[src/rtl/sram_ctl_pkg.sv]
package sram_ctl_pkg;

    typedef enum logic [2:0] {
        ST_IDLE     = 3'd0,
        ST_RD_ACC   = 3'd1,
        ST_WR_TURN  = 3'd2,
        ST_WR_PULSE = 3'd3,
        ST_WR_REC   = 3'd4
    } seq_state_e;

    typedef enum logic [2:0] {
        TP_ACCESS,
        TP_WPULSE,
        TP_DSETUP,
        TP_WREC,
        TP_HIZ
    } tparam_e;

    typedef struct packed {
        logic ce_n;
        logic we_n;
        logic oe_n;
        logic drive;
    } strobe_t;

    localparam strobe_t STB_IDLE = '{ce_n: 1'b1, we_n: 1'b1, oe_n: 1'b1, drive: 1'b0};

    // Nanosecond value of one timing parameter for a speed grade.
    function automatic int grade_ns(input int speed, input tparam_e which);
        int v;
        v = speed;
        case (which)
            TP_ACCESS: v = speed;
            TP_WPULSE: v = (speed <= 70) ? 55 : (speed <= 85) ? 65 : (speed <= 120) ? 85 : 90;
            TP_DSETUP: v = (speed <= 70) ? 30 : (speed <= 85) ? 35 : (speed <= 120) ? 45 : 50;
            TP_WREC:   v = 5;
            TP_HIZ:    v = (speed <= 85) ? 25 : (speed <= 120) ? 35 : 50;
            default:   v = speed;
        endcase
        return v;
    endfunction

    function automatic int ns_to_cycles(input int ns, input int clk_ns);
        int c;
        c = (ns + clk_ns - 1) / clk_ns;
        return (c < 1) ? 1 : c;
    endfunction

    function automatic int imax(input int a, input int b);
        return (a > b) ? a : b;
    endfunction

    // Strobe pattern held on the memory pins during each state.
    function automatic strobe_t strobe_of(input seq_state_e s);
        strobe_t t;
        t = STB_IDLE;
        case (s)
            ST_RD_ACC:   t = '{ce_n: 1'b0, we_n: 1'b1, oe_n: 1'b0, drive: 1'b0};
            ST_WR_TURN:  t = '{ce_n: 1'b0, we_n: 1'b1, oe_n: 1'b1, drive: 1'b0};
            ST_WR_PULSE: t = '{ce_n: 1'b0, we_n: 1'b0, oe_n: 1'b1, drive: 1'b1};
            ST_WR_REC:   t = '{ce_n: 1'b0, we_n: 1'b1, oe_n: 1'b1, drive: 1'b1};
            default:     t = STB_IDLE;
        endcase
        return t;
    endfunction

endpackage

[src/rtl/sram_ivl_timer.sv]
module sram_ivl_timer #(
    parameter int CW = 4
) (
    input  logic          clk,
    input  logic          rst,
    input  logic          load,
    input  logic [CW-1:0] load_len,
    output logic          expired
);

    logic [CW-1:0] remain;

    always_ff @(posedge clk) begin
        if (rst) begin
            remain <= '0;
        end else if (load) begin
            remain <= load_len - CW'(1);
        end else if (remain != '0) begin
            remain <= remain - CW'(1);
        end
    end

    assign expired = (remain == '0);

    AST_LOAD_LEN_NONZERO: assert property (@(posedge clk) disable iff (rst)
        load |-> (load_len != '0));

endmodule

[src/rtl/sram_seq_fsm.sv]
module sram_seq_fsm
    import sram_ctl_pkg::*;
#(
    parameter int CW      = 4,
    parameter int N_RD    = 9,
    parameter int N_HIZ   = 4,
    parameter int N_PULSE = 7,
    parameter int N_WR    = 1
) (
    input  logic          clk,
    input  logic          rst,
    input  logic          req_valid,
    input  logic          req_write,
    input  logic          expired,
    output logic          load,
    output logic [CW-1:0] load_len,
    output logic          accept,
    output logic          capture,
    output logic          rdy,
    output logic          ce_n,
    output logic          we_n,
    output logic          oe_n,
    output logic          drive
);

    seq_state_e st, nxt;
    strobe_t    stb;
    logic       done_nxt;

    always_comb begin
        nxt      = st;
        load     = 1'b0;
        load_len = '0;
        accept   = 1'b0;
        capture  = 1'b0;
        done_nxt = 1'b0;
        case (st)
            ST_IDLE: begin
                if (req_valid) begin
                    accept = 1'b1;
                    load   = 1'b1;
                    if (req_write) begin
                        nxt      = ST_WR_TURN;
                        load_len = CW'(N_HIZ);
                    end else begin
                        nxt      = ST_RD_ACC;
                        load_len = CW'(N_RD);
                    end
                end
            end
            ST_RD_ACC: begin
                if (expired) begin
                    nxt      = ST_IDLE;
                    capture  = 1'b1;
                    done_nxt = 1'b1;
                end
            end
            ST_WR_TURN: begin
                if (expired) begin
                    nxt      = ST_WR_PULSE;
                    load     = 1'b1;
                    load_len = CW'(N_PULSE);
                end
            end
            ST_WR_PULSE: begin
                if (expired) begin
                    nxt      = ST_WR_REC;
                    load     = 1'b1;
                    load_len = CW'(N_WR);
                end
            end
            ST_WR_REC: begin
                if (expired) begin
                    nxt      = ST_IDLE;
                    done_nxt = 1'b1;
                end
            end
            default: nxt = ST_IDLE;
        endcase
    end

    always_ff @(posedge clk) begin
        if (rst) begin
            st  <= ST_IDLE;
            stb <= STB_IDLE;
            rdy <= 1'b0;
        end else begin
            st  <= nxt;
            stb <= strobe_of(nxt);
            rdy <= done_nxt;
        end
    end

    assign ce_n  = stb.ce_n;
    assign we_n  = stb.we_n;
    assign oe_n  = stb.oe_n;
    assign drive = stb.drive;

    AST_OE_WE_EXCL: assert property (@(posedge clk) disable iff (rst)
        !(!oe_n && !we_n));
    AST_WE_UNDER_CE: assert property (@(posedge clk) disable iff (rst)
        !we_n |-> !ce_n);
    AST_READY_ONE_CYCLE: assert property (@(posedge clk) disable iff (rst)
        rdy |=> !rdy);
    AST_WE_RISE_CE_LOW: assert property (@(posedge clk) disable iff (rst)
        $rose(we_n) |-> !ce_n);
    AST_ACCEPT_ONLY_IDLE: assert property (@(posedge clk) disable iff (rst)
        accept |-> (ce_n && we_n && oe_n));

endmodule

[src/rtl/sram_dq_path.sv]
module sram_dq_path #(
    parameter int AW = 15,
    parameter int DW = 8
) (
    input  logic          clk,
    input  logic          rst,
    input  logic          accept,
    input  logic [AW-1:0] req_addr,
    input  logic [DW-1:0] req_wdata,
    input  logic          capture,
    input  logic          drive,
    input  logic          ce_n,
    input  logic          oe_n,
    input  logic [DW-1:0] dq_i,
    output logic [AW-1:0] mem_addr,
    output logic [DW-1:0] dq_o,
    output logic          dq_oe,
    output logic [DW-1:0] rd_data
);

    always_ff @(posedge clk) begin
        if (rst) begin
            mem_addr <= '0;
            dq_o     <= '0;
            rd_data  <= '0;
        end else begin
            if (accept) begin
                mem_addr <= req_addr;
                dq_o     <= req_wdata;
            end
            if (capture) begin
                rd_data <= dq_i;
            end
        end
    end

    assign dq_oe = drive;

    AST_ADDR_MOVES_CE_HIGH: assert property (@(posedge clk) disable iff (rst)
        !$stable(mem_addr) |-> $past(ce_n));
    AST_WDATA_HELD: assert property (@(posedge clk) disable iff (rst)
        (dq_oe && $past(dq_oe)) |-> $stable(dq_o));
    AST_DRIVE_OE_HIGH: assert property (@(posedge clk) disable iff (rst)
        dq_oe |-> (oe_n && !ce_n));

endmodule

[src/rtl/sram_async_ctl.sv]
module sram_async_ctl
    import sram_ctl_pkg::*;
#(
    parameter int CLK_NS   = 8,
    parameter int SPEED_NS = 70,
    parameter int AW       = 15,
    parameter int DW       = 8
) (
    input  logic          clk,
    input  logic          rst,
    input  logic          req_valid,
    input  logic          req_write,
    input  logic [AW-1:0] req_addr,
    input  logic [DW-1:0] req_wdata,
    output logic          rdy,
    output logic [DW-1:0] rd_data,
    output logic          sram_ce_n,
    output logic          sram_we_n,
    output logic          sram_oe_n,
    output logic [AW-1:0] sram_addr,
    output logic [DW-1:0] sram_dq_o,
    input  logic [DW-1:0] sram_dq_i,
    output logic          sram_dq_oe
);

    localparam int N_ACC   = ns_to_cycles(grade_ns(SPEED_NS, TP_ACCESS), CLK_NS);
    localparam int N_HIZ   = ns_to_cycles(grade_ns(SPEED_NS, TP_HIZ), CLK_NS);
    localparam int N_WP    = ns_to_cycles(grade_ns(SPEED_NS, TP_WPULSE), CLK_NS);
    localparam int N_DS    = ns_to_cycles(grade_ns(SPEED_NS, TP_DSETUP), CLK_NS);
    localparam int N_WR    = ns_to_cycles(grade_ns(SPEED_NS, TP_WREC), CLK_NS);
    localparam int N_RD    = N_ACC;
    localparam int N_PULSE = imax(imax(N_WP, N_DS), N_ACC - N_HIZ - N_WR);
    localparam int N_MAX   = imax(imax(N_RD, N_HIZ), imax(N_PULSE, N_WR));
    localparam int CW      = $clog2(N_MAX + 1);

    logic          load;
    logic [CW-1:0] load_len;
    logic          expired;
    logic          accept;
    logic          capture;
    logic          drive;

    sram_ivl_timer #(.CW(CW)) u_timer (
        .clk      (clk),
        .rst      (rst),
        .load     (load),
        .load_len (load_len),
        .expired  (expired)
    );

    sram_seq_fsm #(
        .CW      (CW),
        .N_RD    (N_RD),
        .N_HIZ   (N_HIZ),
        .N_PULSE (N_PULSE),
        .N_WR    (N_WR)
    ) u_fsm (
        .clk       (clk),
        .rst       (rst),
        .req_valid (req_valid),
        .req_write (req_write),
        .expired   (expired),
        .load      (load),
        .load_len  (load_len),
        .accept    (accept),
        .capture   (capture),
        .rdy       (rdy),
        .ce_n      (sram_ce_n),
        .we_n      (sram_we_n),
        .oe_n      (sram_oe_n),
        .drive     (drive)
    );

    sram_dq_path #(.AW(AW), .DW(DW)) u_dq (
        .clk       (clk),
        .rst       (rst),
        .accept    (accept),
        .req_addr  (req_addr),
        .req_wdata (req_wdata),
        .capture   (capture),
        .drive     (drive),
        .ce_n      (sram_ce_n),
        .oe_n      (sram_oe_n),
        .dq_i      (sram_dq_i),
        .mem_addr  (sram_addr),
        .dq_o      (sram_dq_o),
        .dq_oe     (sram_dq_oe),
        .rd_data   (rd_data)
    );

endmodule

[config.mk]
export PLATFORM = sky130hd
export DESIGN_NAME = sram_async_ctl
export DESIGN_NICKNAME = d
export VERILOG_FILES = /design/src/rtl/sram_ctl_pkg.sv /design/src/rtl/sram_ivl_timer.sv /design/src/rtl/sram_seq_fsm.sv /design/src/rtl/sram_dq_path.sv /design/src/rtl/sram_async_ctl.sv
export SDC_FILE = /design/constraint.sdc
export NUM_CORES = 1
export LEC_CHECK = 0
export BUFFER_PORTS_ARGS = -buffer_cell sky130_fd_sc_hd__buf_2
export CAP_MARGIN = 10
export CELL_PAD_IN_SITES_DETAIL_PLACEMENT = 0
export CELL_PAD_IN_SITES_GLOBAL_PLACEMENT = 1
export CORE_MARGIN = 2
export CORE_UTILIZATION = 30
export CTS_CLUSTER_SIZE = 12
export DETAILED_ROUTE_END_ITERATION = 8
export GPL_ROUTABILITY_DRIVEN = 1
export MAX_ROUTING_LAYER = met4
export PLACE_DENSITY_LB_ADDON = 0.25
export RECOVER_POWER = 100
export SLEW_MARGIN = 5
export SYNTH_ARGS = -nofsm -noshare
export SYNTH_HDL_FRONTEND = slang
export SYNTH_SLANG_ARGS = --single-unit
[constraint.sdc]
create_clock -name clk -period 2.3 [get_ports clk]
set_clock_uncertainty 0.05 [all_clocks]
set_input_delay 0.575 -clock clk [delete_from_list [all_inputs] [get_ports clk]]
set_output_delay 0.575 -clock clk [all_outputs]
set_load 0.01 [all_outputs]
==> results_dict.tcl <==
set metrics [dict create \
    num_vias 1473 \
    die_width_um 77.6 \
    nets 289 \
    post-place-ws_ns 0.200 \
    cts.sinks 43 \
    die_area_um2 6010 \
    ant_nets 0 \
    grt_setup_unrepaired "false" \
    setup_viol 0 \
    grt_pass1_vias 1364 \
    drive_gt1_share_pct 18.9 \
    tightest_slew_ns 0.561 \
    hold_path.class "reg2reg" \
    post_cts_buffers 0 \
    area_growth_pct 26.8 \
    hold_viol_final 0 \
    fin_crit_ns 2.11 \
    slowest_stage "or4_4" \
    crit_type "reg2reg" \
    setup_tns_ns 0 \
    synth-seq-cells 43 \
    synth-compound-area-share_pct 13.6 \
    synthXorXnorAreaFrac_pct 0.540 \
    met2_usage_pct 20.4 \
    cts_hold_buf 0 \
    clkTransAtPathRegs_ns 0.08 \
    yosys.area.top_type_share_pct 53.0 \
    post_cts_resized 0 \
    vdd_drop_max_mv 0.320 \
    required_ns 2.47 \
    leakagePower_nw 0.862 \
    crit_buf_inv 0 \
    path_cells "or4_4 > or3_1 > a21boi_0 > ha_1 > a31o_2 > a21oi_1" \
    p_clk_share_pct 26.7 \
    p_seq_share_pct 47.8 \
    busiest_layer "met2" \
    combPwrFrac_pct 25.5 \
    grt_pass1_wl_um 6280 \
    grt-ovfl-total 0 \
    synth-adder-area-share_pct 0.771 \
    yosys.area.top_type "dfxtp_1" \
    drcViolationCount 0 \
    drt-initial-drc-count 67 \
    layoutNonFillerInstCount 324 \
    finalWirelength_um 3670 \
    syn_nets 223 \
    cts_tree "yes" \
    post_synth.cell_area_avg_um2 8.68 \
    pin_count 71 \
    core.rowCount 26 \
    power.internal_mw 1.32 \
    grt_start_max_net_pins 39 \
    cap_violations 0 \
    syn_area_um2 1620 \
    synthSimpleGateAreaFrac_pct 22.4 \
    muxShareOfSynthArea_pct 4.93 \
    cts_buffers 5 \
    status "finished, final reports clean" \
    routed_via_density 4.55 \
    grtUsageTotal_pct 13.1 \
    final_area_um2 2060 \
    slew-limit-headroom_pct 62.1 \
    crit_family "simple AND/OR/NAND/NOR gates" \
    final_cell_mix "50 x nand2_1, 43 x dfxtp_1, 37 x clkbuf_1" \
    dr.pass1.iters 4 \
    yosysWarnings 0 \
    startpoint_type "flip-flop" \
    switching_share_pct 31.0 \
    power.switching_mw 0.595 \
    grt_antenna_before_repair 0 \
    cp_max_fo 9 \
    synth_cell_types 30 \
    placed_cells 316 \
    num_antenna_cells 0 \
    p_per_area_nw_per_um2 933 \
    gp_congestion 0.785 \
    dp_hpwl_um 2540 \
    finalCritPeriodShare_pct 91.8 \
    cp-end-kind "flip-flop" \
    die_height_um 77.6 \
    placed_area_um2 2020 \
    drv_slew 0 \
    routedWlPerCell_um 11.3 \
    clock_latency_ns 0.28 \
    netlist_instances 187 \
    layout_commonest_cell "nand2_1" \
    start_util_pct 31.4 \
    synth_top_family_by_area "simple AND/OR/NAND/NOR gates" \
    fp.coreArea_um2 5170 \
    fmax_ghz 0.474 \
    htree_levels 2 \
    grt_use_met1_pct 16.7 \
    worstPathArrival_ns 2.28 \
    synth.area.top_cells "dfxtp_1 53%, nand2_1 12%, a21oi_1 8.6%, mux2i_1 4.9%, nor2_1 2.8%" \
    critPathMaxStageDelay_ns 0.59 \
    io_buffers 70 \
    ys_seq_area_share_pct 53.0 \
    grt_use_met3_pct 3.72 \
    root_buffer "clkbuf_8" \
    cts_buffer_depth 2 \
    worst_slack_ns 0.189 \
]
tightest hold or removal path: stages (launching register included):
cell and delay (ns):
dfxtp_1 0.31, nand2_1 0.05, a21oi_1 0.05
power groups by stage:
stage,sequential [mW],clock (mW),combinational [mW]
after detailed placement,0.934,0,0.530
after floorplan,0.947,0,0.372
final,0.916,0.512,0.490
after global placement,0.933,0,0.529
after global routing,0.931,0.569,0.562
after CTS,0.917,0.538,0.530
synth_stat cells (all sizes together):
cell type	number
nand2	50
dfxtp	43
a21oi	28
nor2	12
clkbuf	11
mux2i	8
buf	3
nand2b	3
nor4	3
or3	3
a31o	2
inv	2
nand4	2
or4	2
a211oi	1
a21boi	1
a21o	1
a31oi	1
ha	1
nor2b	1
nor3b	1
nor4b	1
o21a	1
o21ai	1
o22ai	1
o311ai	1
o31ai	1
or4b	1
xnor2	1
flip-flops by register name (all words and copies together), names as in the netlist:
| signal | cells |
|---|---|
| u_fsm.ce_n | 1 |
| u_dq.dq_o | 8 |
| u_timer.remain | 4 |
| u_fsm.rdy | 1 |
| u_fsm.st | 3 |
| u_fsm.oe_n | 1 |
| u_dq.mem_addr | 15 |
| u_fsm.we_n | 1 |
| u_fsm.drive | 1 |
| u_dq.rd_data | 8 |
path summary, 6_finish.rpt:
check | start | to | slack (ns) | cells after the start
min | u_dq.mem_addr[2] | u_dq.mem_addr[2] | 0.41 | 2
max | u_timer.remain[3] | u_timer.remain[2] | 0.19 | 6
min reg2reg | u_dq.mem_addr[2] | u_dq.mem_addr[2] | 0.41 | 2
max reg2reg | u_timer.remain[3] | u_timer.remain[2] | 0.19 | 6
metal layers:
metal  vias up  share of wire, %
li1        764                 -
met3         5               6.0
met5         -                 0
met2        44                44
met4         0              0.84
met1       660                49
stage by stage:
stage          util [%]  hold slack, ns  power (mW)
5_1_grt            39.8           0.422        2.06
6_report           39.8           0.407        1.92
2_1_floorplan         -           0.431        1.32
3_5_place_dp       39.1           0.397        1.46
3_3_place_gp       39.1           0.389        1.46
4_1_cts            41.0           0.410        1.99
final cells by class:
class	instances	area (um^2)
Multi-Input combinational cell	128	676
Sequential cell	43	861
Timing Repair Buffer	73	325
Inverter	2	7.51
Clock buffer	8	100
Fill cell	569	3120
Tap cell	70	87.6
logic make-up after synthesis:
logic type	Yosys count
xor gates and xnor gates	1
and+or+nand+nor	79
AOI/OAI and AO/OA	39
adders and majority gates	1
DFF	43
muxes	8
buffers and inverters	16
Note: power is estimated with default switching activity, not from simulation.
